[src/rtl/d2h_agent_pkg.sv]
package d2h_agent_pkg;

    typedef enum logic [2:0] {
        ST_IDLE,
        ST_HDR,
        ST_PAY,
        ST_CPL,
        ST_DRAIN,
        ST_CLEAR
    } agent_state_e;

endpackage

[src/rtl/d2h_fifo.sv]
module d2h_fifo #(
    parameter int W     = 74,
    parameter int DEPTH = 4
) (
    input  logic         clk,
    input  logic         rst_n,
    input  logic         clear,
    input  logic         push,
    input  logic [W-1:0] wdata,
    input  logic         pop,
    output logic [W-1:0] rdata,
    output logic         empty,
    output logic         full
);
    localparam int PTR_W = $clog2(DEPTH);

    logic [W-1:0]   mem [DEPTH];
    logic [PTR_W:0] wr_q, rd_q;

    assign empty = (wr_q == rd_q);
    assign full  = (wr_q[PTR_W] != rd_q[PTR_W]) &&
                   (wr_q[PTR_W-1:0] == rd_q[PTR_W-1:0]);
    assign rdata = mem[rd_q[PTR_W-1:0]];

    always_ff @(posedge clk) begin
        if (push && !full) begin
            mem[wr_q[PTR_W-1:0]] <= wdata;
        end
    end

    always_ff @(posedge clk or negedge rst_n) begin
        if (!rst_n) begin
            wr_q <= '0;
            rd_q <= '0;
        end else if (clear) begin
            wr_q <= '0;
            rd_q <= '0;
        end else begin
            if (push && !full) wr_q <= wr_q + 1'b1;
            if (pop && !empty) rd_q <= rd_q + 1'b1;
        end
    end
endmodule

[src/rtl/d2h_pack.sv]
module d2h_pack #(
    parameter int IN_W   = 32,
    parameter int DATA_W = 64,
    parameter int LEN_W  = 16,
    parameter int CNT_W  = 4
) (
    input  logic              clk,
    input  logic              rst_n,
    input  logic              clear,
    input  logic              load,
    input  logic [LEN_W-1:0]  load_len,
    input  logic              in_en,
    input  logic              fifo_full,
    input  logic              s_tvalid,
    input  logic [IN_W-1:0]   s_tdata,
    input  logic              s_tlast,
    output logic              ready,
    output logic              push,
    output logic [DATA_W-1:0] push_word,
    output logic [CNT_W-1:0]  push_bytes,
    output logic              push_last,
    output logic [LEN_W-1:0]  total,
    output logic              early
);
    localparam int IN_BYTES = IN_W / 8;
    localparam int RATIO    = DATA_W / IN_W;
    localparam int IDX_W    = (RATIO > 1) ? $clog2(RATIO) : 1;

    logic [LEN_W-1:0]  rem_q, total_q, taken;
    logic [IDX_W-1:0]  idx_q;
    logic [DATA_W-1:0] wbuf_q;
    logic [CNT_W-1:0]  wbytes_q;
    logic              done_q, early_q;
    logic              accept, fin, lane_full;

    assign ready     = in_en && !done_q && !fifo_full;
    assign accept    = ready && s_tvalid;
    assign taken     = (rem_q < LEN_W'(IN_BYTES)) ? rem_q : LEN_W'(IN_BYTES);
    assign fin       = s_tlast || (rem_q <= LEN_W'(IN_BYTES));
    assign lane_full = (idx_q == IDX_W'(RATIO - 1));

    always_comb begin
        push_word = wbuf_q;
        for (int l = 0; l < RATIO; l++) begin
            if (idx_q == IDX_W'(l)) push_word[l*IN_W +: IN_W] = s_tdata;
        end
    end

    assign push       = accept && (fin || lane_full);
    assign push_bytes = wbytes_q + CNT_W'(taken);
    assign push_last  = fin;
    assign total      = total_q;
    assign early      = early_q;

    always_ff @(posedge clk or negedge rst_n) begin
        if (!rst_n) begin
            rem_q <= '0; total_q <= '0; idx_q <= '0; wbuf_q <= '0;
            wbytes_q <= '0; done_q <= 1'b0; early_q <= 1'b0;
        end else if (clear || load) begin
            rem_q    <= clear ? '0 : load_len;
            total_q  <= '0;
            idx_q    <= '0;
            wbuf_q   <= '0;
            wbytes_q <= '0;
            done_q   <= 1'b0;
            early_q  <= 1'b0;
        end else if (accept) begin
            rem_q   <= rem_q - taken;
            total_q <= total_q + taken;
            if (push) begin
                idx_q    <= '0;
                wbuf_q   <= '0;
                wbytes_q <= '0;
            end else begin
                idx_q    <= idx_q + 1'b1;
                wbuf_q   <= push_word;
                wbytes_q <= push_bytes;
            end
            if (fin) begin
                done_q  <= 1'b1;
                early_q <= rem_q > taken;
            end
        end
    end
endmodule

[src/rtl/d2h_stream_agent.sv]
module d2h_stream_agent
    import d2h_agent_pkg::*;
#(
    parameter int IN_W         = 32,
    parameter int DATA_W       = 64,
    parameter int ADDR_W       = 32,
    parameter int LEN_W        = 16,
    parameter int FIFO_DEPTH   = 4,
    parameter bit UNALIGNED_EN = 1'b1
) (
    input  logic                clk,
    input  logic                rst_n,
    input  logic [IN_W-1:0]     s_tdata,
    input  logic                s_tvalid,
    output logic                s_tready,
    input  logic                s_tlast,
    input  logic                desc_valid,
    output logic                desc_ready,
    input  logic [ADDR_W-1:0]   desc_addr,
    input  logic [LEN_W-1:0]    desc_len,
    output logic [DATA_W-1:0]   m_tdata,
    output logic [DATA_W/8-1:0] m_tkeep,
    output logic                m_tvalid,
    input  logic                m_tready,
    output logic                m_tlast,
    output logic                cpl_valid,
    output logic [LEN_W-1:0]    cpl_bytes,
    output logic                cpl_early,
    input  logic                srst_req,
    output logic                srst_done
);
    localparam int DATA_BYTES = DATA_W / 8;
    localparam int CNT_W      = $clog2(DATA_BYTES + 1);
    localparam int ENTRY_W    = DATA_W + CNT_W + 1;

    agent_state_e state, state_nx;

    logic [ADDR_W-1:0]  addr_q;
    logic [LEN_W-1:0]   len_q;
    logic               done_q;
    logic               load, in_en, pk_ready, clear;
    logic               pk_push, pk_last;
    logic [DATA_W-1:0]  pk_word;
    logic [CNT_W-1:0]   pk_bytes;
    logic               fifo_pop, fifo_full, fifo_empty;
    logic [ENTRY_W-1:0] fifo_rdata;
    logic [DATA_W-1:0]  head_data;
    logic [CNT_W-1:0]   head_cnt;
    logic               head_last;
    logic [DATA_W-1:0]  hdr_word;
    logic [ADDR_W-1:0]  addr_in;

    assign {head_last, head_cnt, head_data} = fifo_rdata;

    d2h_pack #(
        .IN_W(IN_W), .DATA_W(DATA_W), .LEN_W(LEN_W), .CNT_W(CNT_W)
    ) u_pack (
        .clk(clk), .rst_n(rst_n), .clear(clear), .load(load),
        .load_len(desc_len), .in_en(in_en), .fifo_full(fifo_full),
        .s_tvalid(s_tvalid), .s_tdata(s_tdata), .s_tlast(s_tlast),
        .ready(pk_ready), .push(pk_push), .push_word(pk_word),
        .push_bytes(pk_bytes), .push_last(pk_last),
        .total(cpl_bytes), .early(cpl_early)
    );

    d2h_fifo #(.W(ENTRY_W), .DEPTH(FIFO_DEPTH)) u_fifo (
        .clk(clk), .rst_n(rst_n), .clear(clear), .push(pk_push),
        .wdata({pk_last, pk_bytes, pk_word}), .pop(fifo_pop),
        .rdata(fifo_rdata), .empty(fifo_empty), .full(fifo_full)
    );

    generate
        if (UNALIGNED_EN) begin : g_byte_addr
            assign addr_in = desc_addr;
        end else begin : g_word_addr
            assign addr_in = desc_addr & ~ADDR_W'(DATA_BYTES - 1);
        end
    endgenerate

    always_comb begin
        hdr_word = '0;
        hdr_word[ADDR_W-1:0] = addr_q;
        hdr_word[ADDR_W +: LEN_W] = len_q;
    end

    // State register
    always_ff @(posedge clk or negedge rst_n) begin
        if (!rst_n) state <= ST_IDLE;
        else        state <= state_nx;
    end

    // Next-state logic
    always_comb begin
        state_nx = state;
        unique case (state)
            ST_IDLE:  if (srst_req) state_nx = ST_DRAIN;
                      else if (desc_valid) state_nx = ST_HDR;
            ST_HDR:   if (srst_req) state_nx = ST_DRAIN;
                      else if (m_tready) state_nx = ST_PAY;
            ST_PAY:   if (srst_req) state_nx = ST_DRAIN;
                      else if (m_tready && !fifo_empty && head_last) state_nx = ST_CPL;
            ST_CPL:   state_nx = srst_req ? ST_DRAIN : ST_IDLE;
            ST_DRAIN: if (!s_tvalid && fifo_empty) state_nx = ST_CLEAR;
            ST_CLEAR: state_nx = srst_req ? ST_DRAIN : ST_IDLE;
            default:  state_nx = ST_IDLE;
        endcase
    end

    // Outputs per state
    always_comb begin
        desc_ready = 1'b0;
        in_en      = 1'b0;
        m_tvalid   = 1'b0;
        m_tdata    = '0;
        m_tkeep    = '0;
        m_tlast    = 1'b0;
        fifo_pop   = 1'b0;
        cpl_valid  = 1'b0;
        clear      = 1'b0;
        s_tready   = pk_ready;
        unique case (state)
            ST_IDLE:  desc_ready = !srst_req;
            ST_HDR: begin
                in_en    = 1'b1;
                m_tvalid = 1'b1;
                m_tdata  = hdr_word;
                m_tkeep  = '1;
            end
            ST_PAY: begin
                in_en    = 1'b1;
                m_tvalid = !fifo_empty;
                m_tdata  = head_data;
                m_tlast  = head_last;
                for (int b = 0; b < DATA_BYTES; b++) m_tkeep[b] = CNT_W'(b) < head_cnt;
                fifo_pop = m_tready && !fifo_empty;
            end
            ST_CPL:   cpl_valid = 1'b1;
            ST_DRAIN: begin
                s_tready = 1'b1;
                fifo_pop = !fifo_empty;
            end
            ST_CLEAR: clear = 1'b1;
            default:  ;
        endcase
    end

    assign load      = desc_ready && desc_valid;
    assign srst_done = done_q;

    always_ff @(posedge clk or negedge rst_n) begin
        if (!rst_n) begin
            addr_q <= '0;
            len_q  <= '0;
            done_q <= 1'b0;
        end else begin
            if (load) begin
                addr_q <= addr_in;
                len_q  <= desc_len;
            end
            if (clear) begin
                addr_q <= '0;
                len_q  <= '0;
                done_q <= 1'b1;
            end
            if (srst_req) done_q <= 1'b0;
        end
    end
endmodule

[config.mk]
export PLATFORM = sky130hd
export DESIGN_NAME = d2h_stream_agent
export DESIGN_NICKNAME = d
export VERILOG_FILES = /design/src/rtl/d2h_agent_pkg.sv /design/src/rtl/d2h_fifo.sv /design/src/rtl/d2h_pack.sv /design/src/rtl/d2h_stream_agent.sv
export SDC_FILE = /design/constraint.sdc
export NUM_CORES = 1
export LEC_CHECK = 0
export ABC_AREA = 1
export BUFFER_PORTS_ARGS = -buffer_cell sky130_fd_sc_hd__buf_4
export CORE_MARGIN = 3
export CORE_UTILIZATION = 35
export DETAILED_ROUTE_END_ITERATION = 8
export GPL_TIMING_DRIVEN = 0
export REMOVE_ABC_BUFFERS = 1
export SYNTH_ARGS = -nofsm -noshare
export SYNTH_HDL_FRONTEND = slang
export SYNTH_HIERARCHICAL = 1
export SYNTH_SLANG_ARGS = --single-unit
[constraint.sdc]
create_clock -name clk -period 7.1 [get_ports clk]
set_input_delay 1.42 -clock clk [delete_from_list [all_inputs] [get_ports clk]]
set_output_delay 1.42 -clock clk [all_outputs]
set_load 0.005 [all_outputs]
* Yosys cells after proc, flatten, opt, wreduce, memory -nomap -nowiden
Memory sizes are Yosys's and may differ from the RTL's.
Index checks and enable logic that the tools add are counted.
** Cells by class
- $lt $le $gt $ge :: 11
- Equality and inequality tests :: 12
- $mul :: 0
- Bitwise operators :: 0
- Shifts and indexed selects :: 0
- Reductions and logical operators :: 30
- Divide/modulo/power cells :: 0
- Add/sub/neg operators :: 6
- Mux-type cells :: 54
** Operators by type and width (number)
- $mux W64 :: 3
- $mux W16 :: 8
- $mux W32 :: 4
- $pmux W64 S2 :: 1
- $mux W3 :: 12
- $mux W1 :: 19
- $add A16 B16 Y16 :: 1
- $gt A16 B16 Y1 :: 1
- $le A16 B3 Y1 const B :: 1
- $lt A16 B3 Y1 const B :: 1
- $lt A3 B4 Y1 const A :: 4
- $pmux W8 S2 :: 1
- $sub A16 B16 Y16 :: 1
- $pmux W3 S5 :: 1
- $mux W4 :: 3
- $reduce_bool A2 Y1 :: 6
- $logic_and A1 B1 Y1 :: 11
- $ne A3 B3 Y1 const B :: 3
- $lt A1 B4 Y1 const A :: 2
- $lt A2 B4 Y1 const A :: 2
- $add A3 B1 Y3 const B :: 2
- $eq A3 B2 Y1 const B :: 2
- $eq A3 B3 Y1 const B :: 2
- $logic_not A1 Y1 :: 5
- 13 further kinds :: 17
** Word-level totals
- Memories kept :: 1
- Memory bits (read-only) :: 0
- Latch bits :: 0
- Output and inout port bits :: 95
- Memory bits (writable) :: 276
- Input bits :: 87
- Flip-flop bits (word level) :: 161
** Memory list
- u_fifo.mem :: words 4, bits a word 69, read ports 1, clocked after Yosys merged registers in 0, wr ports 1, RTL line d2h_fifo.sv:17 : logic [W-1:0] mem [DEPTH];

* Logic depth before layout (Yosys ltp)
- Depth after elaboration :: 10
- Mapped depth :: 15
- Depth with buffers taken out :: 15

* By module
The synthesis kept the hierarchy.
** Modules (own cells, without submodules)
- d2h_fifo :: cells an instance 729, seq. area each 8438.1 um^2, times used 1, area an instance 10623.9 um^2
- d2h_pack :: cells an instance 814, seq. area each 2577.5 um^2, times used 1, area an instance 6384.9 um^2
- d2h_stream_agent :: cells an instance 416, seq. area each 1301.2 um^2, times used 1, area an instance 2991.6 um^2

* Worst setup path after synthesis
Ideal clock, no wire load.
- Path type :: input to register
- From :: in s_tvalid
- To :: mem u_fifo/mem[0][0] in the netlist's numbering, enable pin
- Setup time :: 0.496 ns
- Slack :: 1.762 ns
- Buffers on the path :: 0
- Arrival :: 4.842 ns
- Cell stages on the path :: 6
- Path through :: nand2_1 > inv_2 > nand2_4 > inv_1 > nand2_2 > nor2_1
** On the way
- Longest elaborated chain between the ends :: 5
** RTL lines
- start, declared :: RTL line d2h_stream_agent.sv:14 : input logic s_tvalid,
- $logic_and A1 B1 Y1 :: RTL line d2h_pack.sv:37 : assign accept = ready && s_tvalid;
- $logic_and A1 B1 Y1 :: RTL line d2h_pack.sv:49 : assign push = accept && (fin || lane_full);
- named net pk_push :: RTL line d2h_stream_agent.sv:42 : logic pk_push, pk_last;
- $logic_and A1 B1 Y1 :: RTL line d2h_fifo.sv:26 : if (push && !full) begin
- $mux W1 :: RTL line d2h_fifo.sv:26
- $mux W1 (implied by the code) :: RTL line d2h_fifo.sv:27 : mem[wr_q[PTR_W-1:0]] <= wdata;
- end, declared :: RTL line d2h_fifo.sv:17
The timed path passes the listed nets, and every way through them passes these cells.

* Worst setup path in the final report
- From :: in srst_req
- To :: reg u_pack.wbuf_q[3]
** On the way
- Longest elaborated chain between the ends :: 5
- Elaborated cells on any way between the ends :: 6
- Classes of those cells :: 2 x mux; 4 x reduce/logical
** RTL lines
- start, declared :: RTL line d2h_stream_agent.sv:29 : input logic srst_req,
- $logic_not A1 Y1 (*) :: RTL line d2h_stream_agent.sv:122 : ST_IDLE: desc_ready = !srst_req;
- $mux W1 (*) :: RTL line d2h_stream_agent.sv:121 : unique case (state)
- $logic_and A1 B1 Y1 (*) :: RTL line d2h_stream_agent.sv:147 : assign load = desc_ready && desc_valid;
- $logic_or A1 B1 Y1 (*) :: RTL line d2h_pack.sv:59 : end else if (clear || load) begin
- $mux W64 / $reduce_bool A2 Y1 (equally long branches)
- end signal, assigned :: RTL line d2h_pack.sv:76 : wbuf_q <= push_word;
- end, declared :: RTL line d2h_pack.sv:31 : logic [DATA_W-1:0] wbuf_q;
Every way passes the cells marked *; elsewhere a longest branch is shown, timed or not.
A chain may end at the register's enable or synchronous reset.

==> implementation parameters <==
Parameter                              Value

Floorplan
  Starting utilization of the core area ... a little over a third
  Die Footprint ... roughly 0.06 mm^2
  Std-Cell Rows ... between 80 and 90
  Die height ... 245.1 um
  Core region area ... roughly 0.056 mm^2
  Ports placed on the boundary ... between 150 and 200
  Chip Width ... around 250 um

Clock tree
  Number of hold buffers added after CTS ... 0
  Insertion delay to the later sink of the worst-skew pair ... 0.59 ns
  Inserted Clock Buffers ... 48
  Clock Path Buffers ... 3
  Number of H-tree levels ... 2
  TritonCTS clock tree ... built
  Cell at the root of the clock tree ... sky130_fd_sc_hd__clkbuf_16
  Clk slew on worst S/H paths ... around 0.06 ns
  Buffers inserted during post-CTS setup optimization ... 0
  CTS sink cnt ... roughly 440
  Post-cts repair resize count ... 0

Synthesis
  Share of flip-flops with an asynchronous set or reset after synthesis ... ~37%
  Average cell area after synthesis ... about 10 um^2
  Synthesis-stage register bit count ... 437
  Main synth FF type ... sky130_fd_sc_hd__edfxtp_1
  Count of cell types in the netlist ... 48
  Cell with the most instances after synthesis ... sky130_fd_sc_hd__o21ai_0
  Most numerous cell types in the synthesized netlist ... sky130_fd_sc_hd__o21ai_0, sky130_fd_sc_hd__nand2_1, sky130_fd_sc_hd__edfxtp_1
  Cell type with the highest aggregate area in the netlist ... sky130_fd_sc_hd__edfxtp_1
  Total standard cell area after synthesis ... 0.02000 mm^2
  Post-synth top area share ... just over 40%
  Synth warn ... 6
  Ranking of synthesized cells by area ... sky130_fd_sc_hd__edfxtp_1, sky130_fd_sc_hd__dfrtp_1, sky130_fd_sc_hd__o21ai_0, sky130_fd_sc_hd__nand2_1, sky130_fd_sc_hd__inv_1
  Sequential share of the synthesized area ... between 60% and 70%
  Count of flip-flops with a built-in enable after synthesis ... between 200 and 300
  Gate count of the mapped netlist ... 1959

Critical path
  Largest fanout of any net on the critical path ... 50
  Worst setup path startpoint ... srst_req
  Data arrival at the endpoint of the critical path ... approximately 5.7 ns
  Worst Reg-to-Reg Cells ... 12
  Register-to-register path setup slack ... roughly 2.2 ns
  Endpoint of the most critical setup path ... u_pack/wbuf_q[3]
  Required time of the worst setup path ... 7.56 ns
  Launch instance of the worst register-to-register path ... state[2]
  Setup Crit Path Kind ... input port to flip-flop
  Critical path startpoint category ... input port
  Critical Path Sink Type ... flip-flop
  Endpoint of the most critical register-to-register path ... u_pack/wbuf_q[3]

Detailed routing
  Via count normalized by instance count ... ~5.0
  Number of detailed-route iterations in the first pass ... 5
  Iteration-0 DRC Markers ... 933
  Antenna Nets Post-Route ... 0
  Routed vias ... around 14000
  Residual DRC ... 0
  Average wire length per cell after detail routing ... between 15 and 20 um
  Sum of routed wire length over all layers ... 53880 um

Timing
  Unrepaired setup endpoints after global routing ... false
  Final-layout setup total negative slack ... 0 ns
  Achievable frequency ... ~190 MHz
  Worst hold slack after final layout ... about 0.48 ns
  Minimum clock period ... ~5.3 ns
  Final clock period utilization by the worst path ... about 74%
  Worst max-slew margin expressed relative to the limit ... 18.24%
  Hold violation total from the final report ... 0
  Finish-stage setup viols ... 0
  Setup clock skew after layout ... 0.02616 ns
  Final number of max-transition violations ... 0
  Pin slew with the least headroom to its limit ... between 1 and 1.5 ns

Placement
  Placed Cells ... around 2800
  Half-perimeter wire length of the detailed placement result ... approximately 33000 um
  Dpl cell area ... around 0.022 mm^2
  Final weighted congestion in routability-driven placement ... ~0.83
  Port buffer count ... roughly 180

GRT
  Global router's overall resource usage ... 17.85%
  Residual overflow from global routing ... 0
  Number of global-route vias before repair ... around 15000
  Maximum number of pins on one net before global-route repair ... 85
  Number of antenna violations at the first check in global routing ... 2
  Global-route wire length before repair ... between 80000 and 90000 um

Pwr
  Worst IR drop on VDD ... about 0.20 mV
  Pleak ... roughly 0.0099 uW
  Power Dens Cells ... approximately 360 mW/mm^2

Min path
  HP Class ... flip-flop to flip-flop

Flow run
  Max cap viols ... 0

Layout
  Layout Cells excl Fill ... 2904
  Ratio of cells with drive above 1 in the final layout ... 19.11%
  Count of filler cells inserted in the layout ... 5276
  Fin nets ... between 2000 and 2500
  Post-route standard cell area excluding fillers ... ~0.024 mm^2
  Diode insertion count for antenna repair ... 0
  Signed area change from the synthesized netlist to the final layout ... 19.36%

Outcome
  Result of the run ... finished, final reports clean
[registers in the layout, indices dropped and copies added, names as in the netlist]
signal and flops:
u_pack/done_q 1, u_pack/wbuf_q 64, len_q 16, srst_done 1
u_pack/rem_q 16, u_fifo/wr_q 3, state 3, u_fifo/rd_q 3
u_pack/wbytes_q 4, u_pack/early 1, u_fifo/mem 276, addr_q 32
u_pack/idx_q 1, u_pack/total 16
[per-stage QoR]
step | setup slack (ns) | power [uW] | util [%]
after floorplan | 0.3235 | 5072 | -
after global routing | 1.525 | 9060 | 42.75
final | 1.816 | 8540 | 42.75
after detailed placement | 1.153 | 6002 | 39.77
after CTS | 1.790 | 8599 | 42.71
after global placement | -5.058 | 5866 | 38.94
[worst max-delay path: stages]
cell	delay (ns)
sky130_fd_sc_hd__buf_4	0.11
sky130_fd_sc_hd__nor2_4	0.04
sky130_fd_sc_hd__nand2_2	0.10
sky130_fd_sc_hd__nor2_4	0.04
sky130_fd_sc_hd__nand2_2	0.10
sky130_fd_sc_hd__clkinv_2	0.81
sky130_fd_sc_hd__nor2_2	0.94
sky130_fd_sc_hd__inv_2	0.22
sky130_fd_sc_hd__nor2_4	0.62
sky130_fd_sc_hd__buf_12	0.28
sky130_fd_sc_hd__clkinv_2	0.44
sky130_fd_sc_hd__buf_12	0.37
sky130_fd_sc_hd__o22ai_1	0.17
[cell type report]
| type | count | area, um^2 | area share, % |
|---|---|---|---|
| clock buffer | 69 | 1373 | 5.749 |
| clock inverter | 21 | 269.0 | 1.127 |
| inverter | 231 | 877.1 | 3.674 |
| multi-input combinational | 1198 | 6306 | 26.42 |
| sequential | 437 | 12330 | 51.64 |
| tap | 748 | 935.9 | 3.920 |
| timing repair buffer | 200 | 1784 | 7.474 |
[worst min path at each step]
stage | slack [ns] | cells past startpoint | end | from
finish | 0.48 | 2 | u_pack/wbuf_q[36] | u_pack/wbuf_q[36]
global route | 0.50 | 2 | u_pack/wbuf_q[36] | u_pack/wbuf_q[36]
CTS | 0.48 | 2 | u_pack/wbuf_q[58] | u_pack/wbuf_q[58]
detailed placement | 0.47 | 2 | u_pack/wbuf_q[58] | u_pack/wbuf_q[58]
global placement | 0.46 | 2 | u_pack/wbuf_q[46] | u_pack/wbuf_q[46]
floorplan | 0.45 | 2 | u_pack/wbuf_q[32] | u_pack/wbuf_q[32]
[metal layers]
metal  up-vias  part of all wire [%]  global-route usage, %
li1       6979                     -                      -
met1      7062                    45                  23.13
met2       284                    49                  30.97
met3        76                   4.6                  2.829
met4         4                   2.1                  5.036
met5         -                 0.059                      0
[power by group]
group	switching, uW	total [uW]	internal, uW	leakage, uW
Clock	1010	2570	1560	0.000805
Sequential	210	3490	3280	0.00469
Combinational	1670	2470	806	0.00441
[cell usage in the layout (no fill, tap or decap), drive strengths merged, types with 5 or more instances in the layout]
| master | instances |
|---|---|
| o21ai | 355 |
| nand2 | 302 |
| edfxtp | 276 |
| inv | 230 |
| nor2 | 215 |
| buf | 200 |
| dfrtp | 161 |
| o22ai | 104 |
| clkbuf | 69 |
| nand3 | 48 |
| a21oi | 46 |
| or2 | 35 |
| ha | 24 |
| clkinv | 15 |
| nand4 | 14 |
| conb | 13 |
| bufinv | 6 |
| nor3 | 5 |
| a22oi | 5 |
[cells by family after synthesis]
family,share of synthesized area (%)
xor gates and xnor gates,0.3441
buffers and inverters,7.282
adders and majority gates,1.702
and+or+nand+nor,13.50
other,0.03755
DFF,61.58
AOI/OAI and AO/OA,15.55
No activity file was read; power rests on OpenSTA's default activity.
